### config.mk
export PLATFORM = sky130hd
export DESIGN_NAME = systick_timer
export DESIGN_NICKNAME = d
export VERILOG_FILES = /design/src/rtl/systick_pkg.sv /design/src/rtl/systick_ctrl.sv /design/src/rtl/systick_counter.sv /design/src/rtl/systick_pending.sv /design/src/rtl/systick_timer.sv
export SDC_FILE = /design/constraint.sdc
export NUM_CORES = 1
export LEC_CHECK = 0
export ABC_AREA = 0
export ABC_CLOCK_PERIOD_IN_PS = 2900
export BUFFER_PORTS_ARGS = -buffer_cell sky130_fd_sc_hd__clkbuf_2
export CAP_MARGIN = 20
export CORE_MARGIN = 2
export CORE_UTILIZATION = 27
export CTS_CLUSTER_DIAMETER = 120
export CTS_CLUSTER_SIZE = 14
export DETAILED_ROUTE_END_ITERATION = 12
export PLACE_DENSITY = 0.56
export SLEW_MARGIN = 20
export SYNTH_ARGS = -nofsm -noshare
export SYNTH_HDL_FRONTEND = slang
export SYNTH_SLANG_ARGS = --single-unit
### constraint.sdc
create_clock -name clk -period 2.9 [get_ports clk]
set_input_delay 0.29 -clock clk [delete_from_list [all_inputs] [get_ports clk]]
set_output_delay 0.29 -clock clk [all_outputs]
set_load 0.005 [all_outputs]
### src/rtl/systick_pkg.sv
package systick_pkg;

    typedef enum logic [1:0] {
        SEL_CTRL = 2'd0,
        SEL_TICK = 2'd1,
        SEL_STAT = 2'd2,
        SEL_NONE = 2'd3
    } reg_sel_e;

    localparam int BIT_RUN = 0;
    localparam int BIT_IEN = 1;
    localparam int BIT_ACK = 2;

    typedef struct packed {
        logic run;
        logic ien;
    } ctrl_t;

    typedef struct packed {
        logic run;
        logic ien;
        logic ack;
    } ctrl_wr_t;

    function automatic reg_sel_e decode_sel(input int unsigned a);
        case (a)
            0:       return SEL_CTRL;
            1:       return SEL_TICK;
            2:       return SEL_STAT;
            default: return SEL_NONE;
        endcase
    endfunction

endpackage

### src/rtl/systick_ctrl.sv
module systick_ctrl
    import systick_pkg::*;
(
    input  logic     clk,
    input  logic     rst,
    input  logic     ctrl_wr,
    input  ctrl_wr_t wr_fields,
    input  logic     tick_wr,
    output ctrl_t    ctrl,
    output logic     ack_ok,
    output logic     load_ok
);

    // gate uses run as it stood before this write
    always_ff @(posedge clk) begin
        if (rst) begin
            ctrl <= '0;
        end else if (ctrl_wr) begin
            ctrl.run <= wr_fields.run;
            if (ctrl.run) begin
                ctrl.ien <= wr_fields.ien;
            end
        end
    end

    always_comb begin
        ack_ok  = ctrl_wr && ctrl.run && wr_fields.run && wr_fields.ack;
        load_ok = tick_wr && ctrl.run;
    end

endmodule

### src/rtl/systick_counter.sv
module systick_counter #(
    parameter int W = 32
) (
    input  logic         clk,
    input  logic         rst,
    input  logic         run,
    input  logic         load,
    input  logic [W-1:0] load_val,
    output logic [W-1:0] count,
    output logic         expire
);

    localparam logic [W-1:0] ONE = W'(1);

    always_ff @(posedge clk) begin
        if (rst) begin
            count <= '0;
        end else if (load) begin
            count <= load_val;
        end else if (run && count != '0) begin
            count <= count - ONE;
        end
    end

    assign expire = run && !load && (count == ONE);

endmodule

### src/rtl/systick_pending.sv
module systick_pending (
    input  logic clk,
    input  logic rst,
    input  logic set,
    input  logic clr,
    input  logic ien,
    output logic pending,
    output logic irq
);

    always_ff @(posedge clk) begin
        if (rst) begin
            pending <= 1'b0;
        end else if (set) begin
            pending <= 1'b1;
        end else if (clr) begin
            pending <= 1'b0;
        end
    end

    assign irq = pending && ien;

endmodule

### src/rtl/systick_timer.sv
module systick_timer
    import systick_pkg::*;
#(
    parameter int ADDR_W = 2,
    parameter int DATA_W = 32
) (
    input  logic              clk,
    input  logic              rst,
    input  logic              bus_we,
    input  logic [ADDR_W-1:0] bus_addr,
    input  logic [DATA_W-1:0] bus_wdata,
    output logic [DATA_W-1:0] bus_rdata,
    output logic              irq_o
);

    reg_sel_e    sel;
    ctrl_wr_t    wr_fields;
    ctrl_t       ctrl;
    logic        ack_ok;
    logic        load_ok;
    logic        expire;
    logic        pending;
    logic [DATA_W-1:0] count;

    assign sel = decode_sel(int'(bus_addr));

    always_comb begin
        wr_fields.run = bus_wdata[BIT_RUN];
        wr_fields.ien = bus_wdata[BIT_IEN];
        wr_fields.ack = bus_wdata[BIT_ACK];
    end

    systick_ctrl u_ctrl (
        .clk       (clk),
        .rst       (rst),
        .ctrl_wr   (bus_we && sel == SEL_CTRL),
        .wr_fields (wr_fields),
        .tick_wr   (bus_we && sel == SEL_TICK),
        .ctrl      (ctrl),
        .ack_ok    (ack_ok),
        .load_ok   (load_ok)
    );

    systick_counter #(.W(DATA_W)) u_cnt (
        .clk      (clk),
        .rst      (rst),
        .run      (ctrl.run),
        .load     (load_ok),
        .load_val (bus_wdata),
        .count    (count),
        .expire   (expire)
    );

    systick_pending u_pend (
        .clk     (clk),
        .rst     (rst),
        .set     (expire),
        .clr     (ack_ok),
        .ien     (ctrl.ien),
        .pending (pending),
        .irq     (irq_o)
    );

    always_comb begin
        bus_rdata = '0;
        case (sel)
            SEL_CTRL: begin
                bus_rdata[BIT_RUN] = ctrl.run;
                bus_rdata[BIT_IEN] = ctrl.ien;
            end
            SEL_TICK: bus_rdata = count;
            SEL_STAT: bus_rdata[0] = pending;
            default:  bus_rdata = '0;
        endcase
    end

endmodule

==> impl_metrics.tcl <==
set metrics [dict create \
    dpl.hpwl_microns 6020 \
    antenna_found_initial 0 \
    grt-busiest-layer "met2" \
    clock_power_share_pct 18.7 \
    met3_usage_pct 3.04 \
    clock_latency_ns 0.29 \
    tns_ns 0 \
    layout_min_cycle_time_ns 2.49 \
    drt_wl_total_microns 8500 \
    wl_per_cell_microns 16.7 \
    grt_pass1_vias 2589 \
    io_pins 70 \
    maxSlewHeadroom_pct 53.8 \
    synthToLayoutAreaGrowth_pct 22.3 \
    fin_ws_ns 0.406 \
    via_per_inst 5.53 \
    fp-row-count 35 \
    gr-usage-met1_pct 21.5 \
    dr.pass1.iters 4 \
    antenna_cells 0 \
    worstSetupPathType "reg -> reg" \
    gp_congestion 0.845 \
    yosysSeqAreaShare_pct 27.4 \
    maxCapViolCount 0 \
    holdBufCountCts 0 \
    min_path_type "in -> reg" \
    hold_viol 0 \
    rsz0062_at_grt "false" \
    power_frac_comb_pct 53.8 \
    ir_worst_vdd_uv 214 \
    first_iter_violations 177 \
    slew_violations 0 \
    syn_area_sq_um 2560 \
    ys_seq_elements 35 \
    synth_flop_cell "dfxtp_1" \
    drcViolationCount 0 \
    period_share_pct 86.0 \
    root_buffer "clkbuf_8" \
    initial_utilization_pct 27.8 \
    synthArstFlopShare_pct 0 \
    p_per_area_nw_per_um2 689 \
    core_area_sq_um 9200 \
    synth_area_per_cell_sq_um 7.64 \
    critPathMaxFanout 14 \
    cts_buffer_depth 2 \
    mostFrequentLayoutCell "clkbuf_2" \
    tightest_slew_ns 0.693 \
    layout_common_cells "clkbuf_2 (69), dfxtp_1 (35), nand2_1 (33), and2_1 (33), a21oi_1 (30)" \
    pwr-share-seq_pct 27.5 \
    finalNetCount 437 \
    cts.repair.resized 0 \
    track_usage_pct 16.4 \
    post_cts_buffers 0 \
    clock-sinks 35 \
    grt_max_degree 34 \
    p_int_uw 1230 \
    die_x_microns 101 \
    io_buffer_count 69 \
    drive_gt1_share_pct 26.6 \
    cts_tree "yes" \
    switchingPower_uw 925 \
    startpoint_type "flip-flop" \
    final_antenna_net_count 0 \
    htreeDepth 2 \
    fmax_mhz 401 \
    vias 2819 \
    synthCells 335 \
    synthDistinctLibCells 57 \
    cp.arrival_ns 2.68 \
    numCtsBuffers 5 \
    status "finished, final reports clean" \
    dp_slack_ns 0.446 \
    finalClockSkew_ns 0.00372 \
    ys_warn_count 0 \
    clk_pin_slew_worst_paths_ns 0.07 \
    synth_edf_count 0 \
    syn-num-nets 374 \
    grt_pass1_wl_microns 13400 \
    grt-ovfl-total 0 \
    setup_viol 0 \
    fp.dieH_microns 101 \
    p_sw_share_pct 42.9 \
    cp-end-kind "flip-flop" \
    critPathRequiredTime_ns 3.09 \
    die-area_sq_um 10300 \
    leakage_uw 0.00124 \
    met2_usage_pct 28.0 \
]
## metrics by stage
step                util [%]  power [uW]  instance area (sq um)  cells  hold slack, ns
finish                  34.0        2160                   3130    510           0.261
global route            34.0        2320                   3130    510           0.260
CTS                     34.0        2150                   3130    510           0.266
detailed placement      32.9        1750                   3030    502           0.479
global placement        32.9        1740                   3030    502           0.468
floorplan                  -        1420                   2560    335           0.366
## logic make-up after synthesis
kind of cell    after synthesis  share of synthesized area, %
xor+xnor                      1                         0.342
fa+ha+maj                     2                         0.978
buf+inv                      33                          6.31
mux                           6                          2.40
simple gates                145                          32.8
compound gates              113                          29.8
flops                        35                          27.4
## metal layers
layer,part of all wire (%),wire length [microns]
met2,47,4040
met1,45,3840
met3,6.3,532
met4,1.1,97
met5,0,0
## registers in the layout, summed over array words and instances, names as in the netlist
register / count
u_pend.pending: 1
u_ctrl.ctrl: 2
u_cnt.count: 32
## critical path: stages, from the launching register on
cell and delay, ns:
dfxtp_1 0.36, inv_1 0.11, ha_1 0.20, nor3b_2 0.28, nand4_4 0.21, o41a_1 0.69
mux2i_1 0.21, a2111oi_2 0.34
## synth_stat cells, types with 4 or more instances
cell,n,share of area [%]
nor2_1,14,2.1
inv_1,4,0.59
nand4_1,5,1.2
nand3_1,14,2.7
o32ai_1,6,2.1
nor3_1,9,1.8
o31ai_1,4,1.2
and2_1,33,8.1
nor4_1,7,1.7
mux2i_1,5,2.0
dfxtp_1,35,27
clkbuf_1,21,3.1
or4_1,4,1.2
o21ai_0,23,4.5
a211oi_1,14,4.1
a21oi_1,30,5.9
nand3b_1,4,1.2
buf_6,4,1.8
o22ai_1,10,2.4
nand2_1,33,4.8
## layout make-up
class,count,area (sq um)
fillers,1012,6070
multi-input cells,267,1700
flip-flops and latches,35,701
repair buffers,85,478
well taps,111,139
clock buffers,8,100
inverters,4,15.0
## worst paths after layout
check | endpoint | from | slack, ns | cells past startpoint
setup / recovery | u_cnt.count[16] | u_cnt.count[1] | 0.41 | 7
hold / removal | u_ctrl.ctrl[0] | bus_wdata[1] | 0.26 | 3
setup reg to reg | u_cnt.count[16] | u_cnt.count[1] | 0.41 | 7
hold reg to reg | u_ctrl.ctrl[0] | u_ctrl.ctrl[0] | 0.49 | 2
## power groups by stage
stage	Sequential, uW	Combinational, uW	Clock, uW
4_1_cts	590	1150	412
2_1_floorplan	570	850	0
5_1_grt	599	1290	427
6_report	592	1160	403
3_3_place_gp	600	1140	0
3_5_place_dp	601	1150	0
Note: power is estimated with default switching activity, not from simulation.
